[src/rtl/wlk_pkg.sv]
package wlk_pkg;
  localparam int N_LOCK    = 4;
  localparam int LOCK_LSB  = 3;
  localparam int IDX_TCP   = 0;
  localparam int IDX_CTL   = 1;
  localparam int IDX_STS   = 2;
  localparam int IDX_SELF  = 3;
  // bits that keep their value through a software reset
  localparam logic [N_LOCK-1:0] SW_KEEP = 4'b0010;
  localparam logic [31:0] RB_FIXED = 32'h0000_0087;

  typedef logic [N_LOCK-1:0] lock_vec_t;

  function automatic lock_vec_t next_lock(lock_vec_t cur, lock_vec_t field);
    return cur & field;
  endfunction

  function automatic logic [31:0] pack_readback(lock_vec_t lk);
    logic [31:0] r;
    r = RB_FIXED;
    r[LOCK_LSB +: N_LOCK] = lk;
    return r;
  endfunction
endpackage

[src/rtl/wlk_decode.sv]
module wlk_decode #(
  parameter int ADDR_W = 8,
  parameter logic [ADDR_W-1:0] OFFSET = 8'h18
) (
  input  logic [ADDR_W-1:0] addr,
  input  logic              wr_en,
  output logic              sel,
  output logic              wr_hit
);
  assign sel    = (addr == OFFSET);
  assign wr_hit = sel & wr_en;
endmodule

[src/rtl/wlk_lock_bits.sv]
module wlk_lock_bits
  import wlk_pkg::*;
(
  input  logic      clk,
  input  logic      por_n,
  input  logic      sw_rst,
  input  logic      upd,
  input  lock_vec_t field,
  output lock_vec_t lock_q
);
  lock_vec_t nxt;
  assign nxt = next_lock(lock_q, field);

  for (genvar i = 0; i < N_LOCK; i++) begin : g_bit
    if (SW_KEEP[i]) begin : g_keep
      always_ff @(posedge clk or negedge por_n) begin
        if (!por_n)      lock_q[i] <= 1'b1;
        else if (sw_rst) lock_q[i] <= lock_q[i];
        else if (upd)    lock_q[i] <= nxt[i];
      end
    end else begin : g_clr
      always_ff @(posedge clk or negedge por_n) begin
        if (!por_n)      lock_q[i] <= 1'b1;
        else if (sw_rst) lock_q[i] <= 1'b1;
        else if (upd)    lock_q[i] <= nxt[i];
      end
    end
  end
endmodule

[src/rtl/wlk_gate.sv]
module wlk_gate #(
  parameter int N = 3
) (
  input  logic [N-1:0] req,
  input  logic [N-1:0] allow,
  output logic [N-1:0] ok
);
  for (genvar i = 0; i < N; i++) begin : g_and
    assign ok[i] = req[i] & allow[i];
  end
endmodule

[src/rtl/wr_lock_ctrl.sv]
module wr_lock_ctrl
  import wlk_pkg::*;
#(
  parameter int ADDR_W = 8,
  parameter logic [ADDR_W-1:0] OFFSET = 8'h18
) (
  input  logic              clk,
  input  logic              por_n,
  input  logic              sw_rst,
  input  logic [ADDR_W-1:0] addr,
  input  logic              wr_en,
  input  logic [31:0]       wdata,
  output logic [31:0]       rdata,
  input  logic              ctl_wr_req,
  input  logic              sts_wr_req,
  input  logic              tcp_wr_req,
  output logic              ctl_wr_ok,
  output logic              sts_wr_ok,
  output logic              tcp_wr_ok
);
  localparam int N_TGT = N_LOCK - 1;

  logic      sel;
  logic      wr_hit;
  logic      wr_accept;
  lock_vec_t lock_q;
  lock_vec_t wfield;
  logic [N_TGT-1:0] tgt_req, tgt_ok;
  logic      unused_wdata;

  assign wfield       = wdata[LOCK_LSB +: N_LOCK];
  assign unused_wdata = ^{wdata[31:LOCK_LSB+N_LOCK], wdata[LOCK_LSB-1:0]};

  wlk_decode #(.ADDR_W(ADDR_W), .OFFSET(OFFSET)) u_dec (
    .addr(addr), .wr_en(wr_en), .sel(sel), .wr_hit(wr_hit)
  );

  // own permission bit is sampled before the update (old value)
  assign wr_accept = wr_hit & lock_q[IDX_SELF];

  wlk_lock_bits u_bits (
    .clk(clk), .por_n(por_n), .sw_rst(sw_rst),
    .upd(wr_accept), .field(wfield), .lock_q(lock_q)
  );

  assign tgt_req[IDX_TCP] = tcp_wr_req;
  assign tgt_req[IDX_CTL] = ctl_wr_req;
  assign tgt_req[IDX_STS] = sts_wr_req;

  wlk_gate #(.N(N_TGT)) u_gate (
    .req(tgt_req), .allow(lock_q[N_TGT-1:0]), .ok(tgt_ok)
  );

  assign tcp_wr_ok = tgt_ok[IDX_TCP];
  assign ctl_wr_ok = tgt_ok[IDX_CTL];
  assign sts_wr_ok = tgt_ok[IDX_STS];

  assign rdata = sel ? pack_readback(lock_q) : 32'h0;
endmodule

[config.mk]
export PLATFORM = sky130hd
export DESIGN_NAME = wr_lock_ctrl
export DESIGN_NICKNAME = d
export VERILOG_FILES = /design/src/rtl/wlk_pkg.sv /design/src/rtl/wlk_decode.sv /design/src/rtl/wlk_lock_bits.sv /design/src/rtl/wlk_gate.sv /design/src/rtl/wr_lock_ctrl.sv
export SDC_FILE = /design/constraint.sdc
export NUM_CORES = 1
export LEC_CHECK = 0
export CAP_MARGIN = 20
export CORE_UTILIZATION = 21
export DETAILED_ROUTE_END_ITERATION = 6
export GPL_TIMING_DRIVEN = 1
export PLACE_DENSITY = 0.88
export SKIP_LAST_GASP = 1
export SYNTH_ARGS = -nofsm -noshare
export SYNTH_HDL_FRONTEND = slang
export SYNTH_SLANG_ARGS = --single-unit
[constraint.sdc]
create_clock -name clk -period 1 [get_ports clk]
set_input_delay 0.1 -clock clk [delete_from_list [all_inputs] [get_ports clk]]
set_output_delay 0.1 -clock clk [all_outputs]
set_load 0.02 [all_outputs]
; After elaboration in Yosys (flattened, before gate mapping)
; Cells that the tools add are included.
[word_totals]
regBits = 4
in_bits = 47
out_inout_bits = 35
elab_cells = 21
[op_classes]
eq_ne = 1
mux = 7
n_bitwise = 7
n_reduce_logical = 2
[op_table]
columns = cell, count
row1 = 8-bit by 5-bit equality test with 1-bit output (second input constant), 1
row2 = 8-bit two-way mux, 1
row3 = 1-bit two-way mux, 6
row4 = 1-bit AND, 5
row5 = 4-bit AND, 1
row6 = 2-bit AND reduction, 1
row7 = 2-bit nonzero test, 1
row8 = 1-bit NOT, 1

; Longest topological paths before layout
; Gate-level depths: netlist of run 1.
[depth]
word_depth = 5
ltp_mapped = 3
mapped_depth_nobuf = 3

; Modules after synthesis
; Synthesis of run 1 repeated with hierarchy kept, for this count alone.
[hier_totals]
hier_cells = 55
area_unflattened_um2 = 467.9
[modules_own_cells]
columns = mod, instances, cells_each, area_each_um2
row1 = wr_lock_ctrl, 1, 34, 245.2
row2 = wlk_lock_bits, 1, 12, 158.9
row3 = wlk_decode, 1, 6, 45.0
row4 = wlk_gate, 1, 3, 18.8

; Least setup slack after synthesis of run 1
; OpenSTA, ideal clock, no wires.
[synth_timing]
kind = input-to-output
startpoint = input addr[1]
endpoint = output rdata[0]
arrival_ps = 804
slack_ps = 96
path_stages = 3
n_path_buf = 1
cell_sequence = nor4b_4 and2_2 buf_4
[synth_between]
elab_chain_len = 2
[synth_lines]
columns = item, line_no
row1 = "start, declared", wr_lock_ctrl.sv:10  ; input logic [ADDR_W-1:0] addr,
row2 = 8-bit by 5-bit equality test with 1-bit output, wlk_decode.sv:10  ; assign sel = (addr == OFFSET);
row3 = net sel, wr_lock_ctrl.sv:23  ; logic sel;
row4 = 8-bit two-way mux, wr_lock_ctrl.sv:58  ; assign rdata = sel ? pack_readback(lock_q) : 32'h0;
row5 = "end, declared", wr_lock_ctrl.sv:13  ; output logic [31:0] rdata,
; The timed path passes the listed nets, and every way through them passes these cells.

; Final worst setup path of run 1
[layout_timing]
startpoint = input addr[7]
endpoint = output rdata[0]
[layout_between]
elab_chain_len = 2
[layout_lines]
columns = item, line_no
row1 = 8-bit by 5-bit equality test with 1-bit output, wlk_decode.sv:10
row2 = 8-bit two-way mux, wr_lock_ctrl.sv:58
; No other way between the ends.

==> run_summary.xml, run 1 <==
<?xml version="1.0" encoding="UTF-8"?>
<metrics>
  <group name="drt">
    <metric name="drcViolationCount" unit="">0</metric>
    <metric name="route.antenna.remaining_nets" unit="">0</metric>
    <metric name="avgViaCountPerCell" unit="">3.57</metric>
    <metric name="dr.first_iter.drc_count" unit="">0</metric>
    <metric name="detailedRoute.firstPassIterationCount" unit="">1</metric>
    <metric name="routed-via-count" unit="">421</metric>
    <metric name="detail_route.wl_per_cell" unit="um">9.64</metric>
    <metric name="postRouteWirelength" unit="um">1140</metric>
  </group>
  <group name="final_layout">
    <metric name="finish.cell_count_without_fillers" unit="">118</metric>
    <metric name="biggestRegsByFlops" unit="">u_bits.lock_q: 4 flops</metric>
    <metric name="antenna-diode-count" unit="">0</metric>
    <metric name="max_flop_register" unit="">u_bits.lock_q</metric>
    <metric name="design_area" unit="um^2">835</metric>
    <metric name="drive_above_1_share" unit="%">53.8</metric>
    <metric name="area_growth_syn_to_layout" unit="%">73.7</metric>
    <metric name="fin_nets" unit="">140</metric>
    <metric name="fillers" unit="">217</metric>
    <metric name="utilization" unit="%">40.5</metric>
    <metric name="largest_register_ff_count" unit="">4</metric>
  </group>
  <group name="setup_path">
    <metric name="timing_worst_setup_path_type" unit="">in -&gt; out</metric>
    <metric name="critical_path_required" unit="ps">900</metric>
    <metric name="worstSetupStartpointType" unit="">input port</metric>
    <metric name="crit_arrival" unit="ps">1080</metric>
    <metric name="critical_path.max_fanout" unit="">5</metric>
    <metric name="setup.worst_path.end_class" unit="">output port</metric>
    <metric name="reg2reg_slack" unit="ps">30</metric>
  </group>
  <group name="global_route">
    <metric name="globalRoute.busiestLayer" unit="">met2</metric>
    <metric name="via_count_of_the_first_global_routing_pass" unit="">432</metric>
    <metric name="grt_util_all_layers" unit="%">10.0</metric>
    <metric name="grt_first_pass_wirelength" unit="um">1770</metric>
    <metric name="grtUsageMet1" unit="%">7.84</metric>
    <metric name="antenna_found_initial" unit="">0</metric>
    <metric name="grt_start_max_net_pins" unit="">6</metric>
    <metric name="groute.layer.met2.usage" unit="%">19.8</metric>
    <metric name="globalRouteMet3Util" unit="%">4.32</metric>
    <metric name="grt_remaining_overflow" unit="">0</metric>
  </group>
  <group name="die">
    <metric name="placement_rows" unit="">16</metric>
    <metric name="die_w" unit="um">49.8</metric>
    <metric name="die_area" unit="um^2">2480</metric>
    <metric name="core-area" unit="um^2">2060</metric>
    <metric name="initial_cell_density_of_the_core" unit="%">23.3</metric>
    <metric name="die_h" unit="um">49.8</metric>
    <metric name="io_pins" unit="">82</metric>
  </group>
  <group name="power">
    <metric name="pwr_density_cell" unit="nW/um^2">693</metric>
    <metric name="power.combinational.fraction" unit="%">37.1</metric>
    <metric name="power.switching_fraction" unit="%">32.6</metric>
    <metric name="power.switching" unit="uW">188</metric>
    <metric name="internal_power" unit="uW">390</metric>
    <metric name="power.ir.vdd_worst" unit="V">0.000473</metric>
    <metric name="power.leakage" unit="uW">0.000413</metric>
    <metric name="clock_power_share" unit="%">34.6</metric>
    <metric name="seq_power_share" unit="%">28.3</metric>
  </group>
  <group name="placed_design">
    <metric name="post_dp_cell_area" unit="um^2">711</metric>
    <metric name="gp_routability_congestion" unit="">0.698</metric>
    <metric name="dpl_cells" unit="">106</metric>
    <metric name="port_buffer_count" unit="">29</metric>
    <metric name="hpwl" unit="um">875</metric>
  </group>
  <group name="clocking">
    <metric name="root_buffer" unit="">sky130_fd_sc_hd__clkbuf_4</metric>
    <metric name="cts_num_sinks" unit="">4</metric>
    <metric name="cts_hold_buf" unit="">0</metric>
    <metric name="h-tree-depth" unit="">1</metric>
    <metric name="clkTransAtPathRegs" unit="ps">40</metric>
    <metric name="cts-buffers-inserted" unit="">3</metric>
    <metric name="cts_tree" unit="">built</metric>
    <metric name="clock_tree.buffer_depth" unit="">2</metric>
    <metric name="clock_insertion_delay_at_the_later_pin_of_the_skew_report" unit="ps">240</metric>
  </group>
  <group name="flow_run">
    <metric name="max_cap_violations" unit="">0</metric>
  </group>
  <group name="status">
    <metric name="run_status" unit="">complete, but fails checks</metric>
    <metric name="violations_in_the_final_reports" unit="">negative setup slack</metric>
  </group>
  <group name="logic_synthesis">
    <metric name="netlist-cell-type-count" unit="">14</metric>
    <metric name="synth.yosys.warnings" unit="">0</metric>
    <metric name="synth_seq_area_share" unit="%">21.9</metric>
    <metric name="synthesis.instances" unit="">51</metric>
    <metric name="postSynthRegisterBits" unit="">4</metric>
    <metric name="synth_area_per_cell" unit="um^2">9.42</metric>
    <metric name="synth.cell_area" unit="um^2">480</metric>
  </group>
  <group name="timing">
    <metric name="crit_path_time_final" unit="ps">1180</metric>
    <metric name="period_share" unit="%">118</metric>
    <metric name="report.final.setup_viol" unit="">14</metric>
    <metric name="hold_violations" unit="">0</metric>
    <metric name="timing.clock.skew" unit="ps">3.95</metric>
    <metric name="timing_max_transition_violations_final" unit="">0</metric>
    <metric name="fmaxAchievable" unit="MHz">851</metric>
    <metric name="unrepaired_setup_endpoints_after_global_routing" unit="">true</metric>
    <metric name="min_setup_slack_post_route" unit="ps">-175</metric>
  </group>
  <group name="min_path">
    <metric name="hold_path_class" unit="">in -&gt; async</metric>
  </group>
</metrics>
==> cell type report <==
type / count / area (um^2) / share of cell area (%)
Clock buffer: 3 / 22.5 / 2.70
Multi-Input combinational cell: 41 / 279 / 33.4
Inverter: 1 / 3.75 / 0.450
Timing Repair Buffer: 42 / 390 / 46.8
Sequential cell: 4 / 105 / 12.6
Tap cell: 27 / 33.8 / 4.05
==> logic make-up after synthesis <==
logic type	count (synthesis)	synth area share, %
DFF	4	21.9
and+or+nand+nor	13	26.3
buffers and inverters	29	44.5
other	1	0.781
AOI/OAI and AO/OA	4	6.51
==> synth_stat cells (all sizes together) <==
library cell | instances | area share [%]
o22a | 2 | 3.6
buf | 28 | 44
o21a | 1 | 1.6
nor4b | 2 | 9.9
inv | 1 | 0.78
and3 | 4 | 6.3
nor2 | 1 | 0.78
and2 | 4 | 5.5
a31oi | 1 | 1.3
conb | 1 | 0.78
nor2b | 1 | 1.3
dfstp | 4 | 22
nand4 | 1 | 2.6
==> through the flow <==
stage | setup TNS [ps] | power (uW) | worst slack, ps | hold slack (ps)
2_1_floorplan | 0 | 339 | 95.6 | -47.8
3_3_place_gp | -9850 | 363 | -894 | 459
3_5_place_dp | -10410 | 366 | -952 | 477
4_1_cts | -1690 | 578 | -174 | 290
5_1_grt | -2650 | 606 | -244 | 325
6_report | -1920 | 578 | -175 | 290
==> layout by cell type (no fill, tap or decap) <==
cell,instances
sky130_fd_sc_hd__conb_1,24
sky130_fd_sc_hd__buf_6,15
sky130_fd_sc_hd__buf_4,11
sky130_fd_sc_hd__clkdlybuf4s50_1,10
sky130_fd_sc_hd__and2_4,4
sky130_fd_sc_hd__buf_2,4
sky130_fd_sc_hd__dfstp_2,4
sky130_fd_sc_hd__and3_4,3
sky130_fd_sc_hd__clkbuf_4,3
sky130_fd_sc_hd__nor4b_4,2
sky130_fd_sc_hd__o22a_1,2
sky130_fd_sc_hd__and3_2,1
sky130_fd_sc_hd__nor2b_2,1
sky130_fd_sc_hd__nand4_4,1
sky130_fd_sc_hd__o21a_1,1
sky130_fd_sc_hd__inv_1,1
sky130_fd_sc_hd__nor2_1,1
sky130_fd_sc_hd__a31oi_1,1
sky130_fd_sc_hd__dlygate4sd2_1,1
sky130_fd_sc_hd__clkdlybuf4s15_1,1
==> power by group through the flow <==
stage	Sequential, uW	Combinational (uW)	Clock (uW)
2_1_floorplan	165	174	0
3_3_place_gp	165	198	0
3_5_place_dp	165	200	0
4_1_cts	164	208	206
5_1_grt	164	230	212
6_report	164	214	200
==> worst paths after layout <==
check                            startpoint                to  cells past startpoint
setup reg to reg           u_bits.lock_q[3]  u_bits.lock_q[1]                      3
hold reg to reg            u_bits.lock_q[1]  u_bits.lock_q[1]                      1
min in group clk                   wdata[6]  u_bits.lock_q[3]                      3
hold / removal                        por_n  u_bits.lock_q[2]                      1
max in group asynchronous             por_n  u_bits.lock_q[3]                      1
setup / recovery                    addr[7]          rdata[0]                      6
==> critical path, cell delays in order <==
cell                      delay (ps)
sky130_fd_sc_hd__buf_6           100
sky130_fd_sc_hd__nor4b_4         320
sky130_fd_sc_hd__buf_4           180
sky130_fd_sc_hd__buf_6            90
sky130_fd_sc_hd__and2_4          170
sky130_fd_sc_hd__buf_6           120
==> metal layers <==
metal  part of all wire [%]  wire, um  vias up
met2                     54       618       40
met3                     13       150        2
met4                    1.7        19        0
met1                     31       349      183
met5                      0         0        -
li1                       -         -      196
==> what timing repair did <==
action | CTS | global route
setup buffers | 8 | 3
gates resized for setup | 104 | 3
pin swaps | 5 | 4
endpoints found under the setup margin | 15 | 14
(Power assumes the default switching activity.)
==> inputs of run 2 (changes only) <==
--- a/config.mk
+++ b/config.mk
@@ -9,7 +9,8 @@
 export CORE_UTILIZATION = 21
 export DETAILED_ROUTE_END_ITERATION = 6
 export GPL_TIMING_DRIVEN = 1
-export PLACE_DENSITY = 0.88
+export HOLD_SLACK_MARGIN = 0.03
+export PLACE_DENSITY = 0.92
 export SKIP_LAST_GASP = 1
 export SYNTH_ARGS = -nofsm -noshare
 export SYNTH_HDL_FRONTEND = slang
==> run 2 against run 1 <==
Net effect:
- the run still ends with negative setup slack left
- clock power is 2% lower
- clock-buffer cell count stayed put
- sequential power hardly changed
- die area stayed put
- clock skew is 2.9 ps lower
- sequential cell count stayed put
- combinational power is 2% lower
- power is 1.5% lower
- cell area is 1.5% higher
- fmax is 1.3% higher
==> run_summary.xml, run 2 (synthesized netlist as in run 1, its figures left out) <==
<?xml version="1.0" encoding="UTF-8"?>
<metrics>
  <group name="setup_path">
    <metric name="worst_path_largest_cell_delay" unit="ps">540</metric>
    <metric name="reg2reg_slack" unit="ps">30</metric>
    <metric name="setup.worst_path.end_class" unit="">output port</metric>
    <metric name="critical_path.max_fanout" unit="">3</metric>
    <metric name="worstSetupStartpointType" unit="">flip-flop</metric>
    <metric name="crit_arrival" unit="ps">1060</metric>
    <metric name="timing_worst_setup_path_type" unit="">reg -&gt; out</metric>
    <metric name="critical_path_required" unit="ps">900</metric>
    <metric name="critical_path.slowest_cell" unit="">sky130_fd_sc_hd__dfstp_2</metric>
    <metric name="timing.critical_path.cells" unit="">and3_4 -&gt; buf_6</metric>
  </group>
  <group name="final_layout">
    <metric name="final_cell_mix" unit="">sky130_fd_sc_hd__conb_1 (24), sky130_fd_sc_hd__buf_6 (15), sky130_fd_sc_hd__buf_4 (11), sky130_fd_sc_hd__clkdlybuf4s50_1 (10)</metric>
    <metric name="finish.cell_count_without_fillers" unit="">118</metric>
    <metric name="design_area" unit="um^2">847</metric>
    <metric name="area_growth_syn_to_layout" unit="%">76.3</metric>
    <metric name="drive_above_1_share" unit="%">54.9</metric>
    <metric name="max_flop_register" unit="">u_bits.lock_q</metric>
    <metric name="most_common_cell_after_layout_fill_and_taps_aside" unit="">sky130_fd_sc_hd__conb_1</metric>
    <metric name="antenna-diode-count" unit="">0</metric>
    <metric name="biggestRegsByFlops" unit="">u_bits.lock_q: 4 flops</metric>
    <metric name="largest_register_ff_count" unit="">4</metric>
    <metric name="fin_nets" unit="">140</metric>
  </group>
  <group name="drt">
    <metric name="detailedRoute.firstPassIterationCount" unit="">1</metric>
    <metric name="avgViaCountPerCell" unit="">3.53</metric>
    <metric name="detail_route.wl_per_cell" unit="um">9.08</metric>
    <metric name="route.antenna.remaining_nets" unit="">0</metric>
    <metric name="routed-via-count" unit="">417</metric>
    <metric name="drcViolationCount" unit="">0</metric>
    <metric name="postRouteWirelength" unit="um">1070</metric>
    <metric name="dr.first_iter.drc_count" unit="">0</metric>
  </group>
  <group name="timing">
    <metric name="fmaxAchievable" unit="MHz">862</metric>
    <metric name="min_setup_slack_post_route" unit="ps">-160</metric>
    <metric name="timing_max_transition_violations_final" unit="">0</metric>
    <metric name="timing.clock.skew" unit="ps">1.05</metric>
    <metric name="final_hold_slack" unit="ps">283</metric>
    <metric name="crit_path_time_final" unit="ps">1160</metric>
    <metric name="period_share" unit="%">116</metric>
    <metric name="report.final.setup_viol" unit="">11</metric>
    <metric name="hold_violations" unit="">0</metric>
    <metric name="unrepaired_setup_endpoints_after_global_routing" unit="">true</metric>
    <metric name="setup_tns_final" unit="ps">-1430</metric>
  </group>
  <group name="clocking">
    <metric name="cts-buffers-inserted" unit="">3</metric>
    <metric name="clkTransAtPathRegs" unit="ps">40</metric>
    <metric name="h-tree-depth" unit="">1</metric>
    <metric name="clock_insertion_delay_at_the_later_pin_of_the_skew_report" unit="ps">230</metric>
    <metric name="cts_tree" unit="">built</metric>
    <metric name="root_buffer" unit="">sky130_fd_sc_hd__clkbuf_4</metric>
    <metric name="cts_num_sinks" unit="">4</metric>
    <metric name="clock_tree.buffer_depth" unit="">2</metric>
  </group>
  <group name="power">
    <metric name="power.ir.vdd_worst" unit="V">0.000356</metric>
    <metric name="pwr_density_cell" unit="nW/um^2">673</metric>
    <metric name="power.leakage" unit="uW">0.000410</metric>
  </group>
  <group name="placed_design">
    <metric name="post_dp_cell_area" unit="um^2">718</metric>
    <metric name="port_buffer_count" unit="">29</metric>
    <metric name="dpl_cells" unit="">107</metric>
    <metric name="dpl_worst_slack" unit="ps">-940</metric>
    <metric name="hpwl" unit="um">873</metric>
    <metric name="gp_routability_congestion" unit="">0.708</metric>
  </group>
  <group name="global_route">
    <metric name="antenna_found_initial" unit="">0</metric>
    <metric name="grt_start_max_net_pins" unit="">6</metric>
    <metric name="grt_remaining_overflow" unit="">0</metric>
    <metric name="grt_util_all_layers" unit="%">9.49</metric>
    <metric name="via_count_of_the_first_global_routing_pass" unit="">414</metric>
    <metric name="grt_first_pass_wirelength" unit="um">1680</metric>
  </group>
  <group name="min_path">
    <metric name="hold_path_class" unit="">in -&gt; async</metric>
  </group>
  <group name="die">
    <metric name="placement_rows" unit="">16</metric>
    <metric name="die_area" unit="um^2">2480</metric>
    <metric name="die_w" unit="um">49.8</metric>
    <metric name="core-area" unit="um^2">2060</metric>
    <metric name="die_h" unit="um">49.8</metric>
    <metric name="io_pins" unit="">82</metric>
    <metric name="initial_cell_density_of_the_core" unit="%">23.3</metric>
  </group>
  <group name="status">
    <metric name="violations_in_the_final_reports" unit="">negative setup slack</metric>
    <metric name="run_status" unit="">complete, but fails checks</metric>
  </group>
  <group name="flow_run">
    <metric name="max_cap_violations" unit="">0</metric>
  </group>
</metrics>
-- run 2: timing repair --
item                       CTS  global route
resized for setup          104             6
setup buffers               11             2
setup endpoints to repair   15            15
pin swaps                    6             5
hold buffers                 0             0
-- run 2: layout make-up --
type                            instances  area (um^2)
Clock buffer                            3         22.5
Fill cell                             222         1210
Inverter                                1         3.75
Multi-Input combinational cell         41          295
Sequential cell                         4          105
Tap cell                               27         33.8
Timing Repair Buffer                   42          387
-- run 2: path summary, 6_finish.rpt --
| check | start | endpoint | cells after the start |
|---|---|---|---|
| worst max-delay path | u_bits.lock_q[0] | rdata[3] | 2 |
| worst min-delay path | por_n | u_bits.lock_q[1] | 1 |
| worst max register to register | u_bits.lock_q[3] | u_bits.lock_q[3] | 4 |
| worst min register to register | u_bits.lock_q[1] | u_bits.lock_q[1] | 1 |
| max in group asynchronous | por_n | u_bits.lock_q[3] | 1 |
| min in group clk | wdata[6] | u_bits.lock_q[3] | 3 |
-- run 2: where the power goes --
part	internal [uW]	leakage (uW)	switching, uW
clock	134	0.0000138	62.0
sequential	164	0.0000419	0.129
combinational	87.1	0.000354	123
total	385	0.000410	185
-- run 2: per-stage QoR --
stage	power, uW	utilization [%]
2_1_floorplan	339	-
3_3_place_gp	363	34.8
3_5_place_dp	365	34.8
4_1_cts	582	41.4
5_1_grt	610	41.1
6_report	570	41.1
-- run 2: worst max-delay path, delay by kind of cell, from the launching register on --
family,cells,cell delay [ps]
flip-flops,1,540
buffers and inverters,1,110
AND/OR/NAND/NOR,1,180
-- run 2: routing by layer --
layer	GRT usage [%]	vias to the layer above	routed length [um]
li1	-	196	-
met1	8.16	185	357
met2	17.8	36	577
met3	2.16	0	137
met4	8.57	0	0
met5	0	-	0
==> inputs of run 3 (changes only) <==
--- a/config.mk
+++ b/config.mk
@@ -5,6 +5,7 @@
 export SDC_FILE = /design/constraint.sdc
 export NUM_CORES = 1
 export LEC_CHECK = 0
+export ABC_AREA = 0
 export CAP_MARGIN = 20
 export CORE_UTILIZATION = 21
 export DETAILED_ROUTE_END_ITERATION = 6
==> constraint.sdc (replaced) <==
create_clock -name clk -period 1.2 [get_ports clk]
set_input_delay 0.12 -clock clk [delete_from_list [all_inputs] [get_ports clk]]
set_output_delay 0.12 -clock clk [all_outputs]
set_load 0.02 [all_outputs]
==> run 3 against run 2 <==
Net effect:
- the flow now finishes without violations
- first-iteration DRC count did not move
- sequential cell count is the same
- critical path depth unchanged
- largest cell class unchanged
- largest power group is now the clock network
- core utilization decreased by 2.2 points
- sequential power is 16% lower
- cell count grew 1.7%
- global-route usage fell by 0.38 points
- clock-buffer cell count did not move
==> run_summary.xml, run 3 (synthesized netlist as in run 1, its figures left out) <==
<?xml version="1.0" encoding="UTF-8"?>
<metrics>
  <group name="setup_path">
    <metric name="critical_path.max_fanout" unit="">3</metric>
    <metric name="reg2reg_slack" unit="ps">220</metric>
    <metric name="critical_path_required" unit="ps">1080</metric>
    <metric name="crit_arrival" unit="ps">1060</metric>
    <metric name="setup.worst_path.end_class" unit="">output port</metric>
    <metric name="crit-reg2reg-capture" unit="">u_bits.lock_q[0]</metric>
    <metric name="timing_worst_setup_path_type" unit="">reg -&gt; out</metric>
    <metric name="r2r_start" unit="">u_bits.lock_q[3]</metric>
    <metric name="worstSetupStartpointType" unit="">flip-flop</metric>
    <metric name="reg2reg_depth" unit="">3</metric>
  </group>
  <group name="placed_design">
    <metric name="hpwl" unit="um">873</metric>
    <metric name="dpl_worst_slack" unit="ps">-780</metric>
    <metric name="port_buffer_count" unit="">29</metric>
    <metric name="gp_routability_congestion" unit="">0.708</metric>
  </group>
  <group name="timing">
    <metric name="timing_max_transition_violations_final" unit="">0</metric>
    <metric name="crit_path_time_final" unit="ps">1180</metric>
    <metric name="timing.clock.skew" unit="ps">1.69</metric>
    <metric name="unrepaired_setup_endpoints_after_global_routing" unit="">true</metric>
    <metric name="hold_violations" unit="">0</metric>
    <metric name="setup_tns_final" unit="ps">0</metric>
    <metric name="min_setup_slack_post_route" unit="ps">23.5</metric>
    <metric name="report.final.setup_viol" unit="">0</metric>
    <metric name="fmaxAchievable" unit="MHz">850</metric>
    <metric name="period_share" unit="%">98.0</metric>
  </group>
  <group name="clocking">
    <metric name="cts_hold_buf" unit="">0</metric>
    <metric name="cts_num_sinks" unit="">4</metric>
    <metric name="h-tree-depth" unit="">1</metric>
    <metric name="root_buffer" unit="">sky130_fd_sc_hd__clkbuf_4</metric>
    <metric name="clock_insertion_delay_at_the_later_pin_of_the_skew_report" unit="ps">230</metric>
    <metric name="cts_tree" unit="">built</metric>
    <metric name="clock_tree.buffer_depth" unit="">2</metric>
    <metric name="clkTransAtPathRegs" unit="ps">40</metric>
    <metric name="cts-buffers-inserted" unit="">3</metric>
  </group>
  <group name="global_route">
    <metric name="antenna_found_initial" unit="">0</metric>
    <metric name="grt_first_pass_wirelength" unit="um">1610</metric>
    <metric name="via_count_of_the_first_global_routing_pass" unit="">397</metric>
    <metric name="grt_start_max_net_pins" unit="">6</metric>
    <metric name="grt_util_all_layers" unit="%">9.11</metric>
    <metric name="grt_remaining_overflow" unit="">0</metric>
  </group>
  <group name="die">
    <metric name="core-area" unit="um^2">2060</metric>
    <metric name="placement_rows" unit="">16</metric>
    <metric name="die_h" unit="um">49.8</metric>
    <metric name="die_area" unit="um^2">2480</metric>
    <metric name="initial_cell_density_of_the_core" unit="%">23.3</metric>
    <metric name="die_w" unit="um">49.8</metric>
    <metric name="io_pins" unit="">82</metric>
  </group>
  <group name="final_layout">
    <metric name="area_growth_syn_to_layout" unit="%">66.9</metric>
    <metric name="utilization" unit="%">38.9</metric>
    <metric name="antenna-diode-count" unit="">0</metric>
    <metric name="fin_nets" unit="">142</metric>
    <metric name="max_flop_register" unit="">u_bits.lock_q</metric>
    <metric name="biggestRegsByFlops" unit="">u_bits.lock_q: 4 flops</metric>
    <metric name="final_cell_mix" unit="">sky130_fd_sc_hd__conb_1 (24), sky130_fd_sc_hd__buf_4 (16), sky130_fd_sc_hd__clkdlybuf4s50_1 (10), sky130_fd_sc_hd__buf_6 (8), sky130_fd_sc_hd__buf_2 (5)</metric>
    <metric name="drive_above_1_share" unit="%">49.5</metric>
    <metric name="largest_register_ff_count" unit="">4</metric>
    <metric name="most_common_cell_after_layout_fill_and_taps_aside" unit="">sky130_fd_sc_hd__conb_1</metric>
  </group>
  <group name="drt">
    <metric name="postRouteWirelength" unit="um">1050</metric>
    <metric name="detail_route.wl_per_cell" unit="um">8.75</metric>
    <metric name="detailedRoute.firstPassIterationCount" unit="">1</metric>
    <metric name="dr.first_iter.drc_count" unit="">0</metric>
    <metric name="drcViolationCount" unit="">0</metric>
    <metric name="route.antenna.remaining_nets" unit="">0</metric>
    <metric name="routed-via-count" unit="">419</metric>
    <metric name="avgViaCountPerCell" unit="">3.49</metric>
  </group>
  <group name="flow_run">
    <metric name="max_cap_violations" unit="">0</metric>
  </group>
  <group name="power">
    <metric name="power.ir.vdd_worst" unit="V">0.000292</metric>
    <metric name="total_power" unit="uW">460</metric>
    <metric name="power.leakage" unit="uW">0.000421</metric>
    <metric name="pwr_density_cell" unit="nW/um^2">574</metric>
  </group>
  <group name="min_path">
    <metric name="hold_path_class" unit="">in -&gt; async</metric>
  </group>
  <group name="status">
    <metric name="run_status" unit="">complete, no violations</metric>
  </group>
</metrics>
[run 3: critical path, stage by stage, from the launching register on]
cell and delay [ps]:
sky130_fd_sc_hd__dfstp_2 540, sky130_fd_sc_hd__and3_4 180, sky130_fd_sc_hd__buf_6 110
[run 3: repair_timing]
action                     in CTS  in global routing
gates resized for setup        79                  9
buffers inserted                8                  2
pin swaps                       3                  3
setup endpoints to repair      15                  9
[run 3: per-stage QoR]
stage | cell area [um^2] | instances | hold slack, ps
6_report | 802 | 120 | 302
3_3_place_gp | 718 | 107 | 463
3_5_place_dp | 718 | 107 | 477
2_1_floorplan | 567 | 74 | -27.8
4_1_cts | 785 | 118 | 300
5_1_grt | 802 | 120 | 319
[run 3: cell type report]
class                   instances  area, um^2
fillers                       235        1260
inverters                       1        3.75
multi-input cells              41         264
clock buffers                   3        22.5
repair buffers                 44         373
well taps                      27        33.8
flip-flops and latches          4         105
[run 3: how the worst max path moves through the flow]
stage                          start        to  slack, ps  cells after the start
floorplan                    addr[1]  rdata[0]        260                      3
global placement             addr[5]  rdata[7]       -730                      4
detailed placement           addr[1]  rdata[7]       -780                      4
CTS                 u_bits.lock_q[1]  rdata[4]          1                      2
global route        u_bits.lock_q[0]  rdata[3]        -10                      2
finish              u_bits.lock_q[0]  rdata[3]         20                      2
[run 3: routing by layer]
layer | up-vias | part of all wire (%) | global-route usage (%)
met5 | - | 0 | 0
met4 | 0 | 0 | 8.57
met3 | 0 | 11 | 1.85
met2 | 36 | 52 | 16.7
met1 | 182 | 36 | 8.16
li1 | 201 | - | -
[run 3: report_power, final]
group	internal [uW]	switching, uW	total [uW]
registers	136	0.0950	137
logic	63.8	97.6	161
clock network	112	50.9	162
total	312	149	460
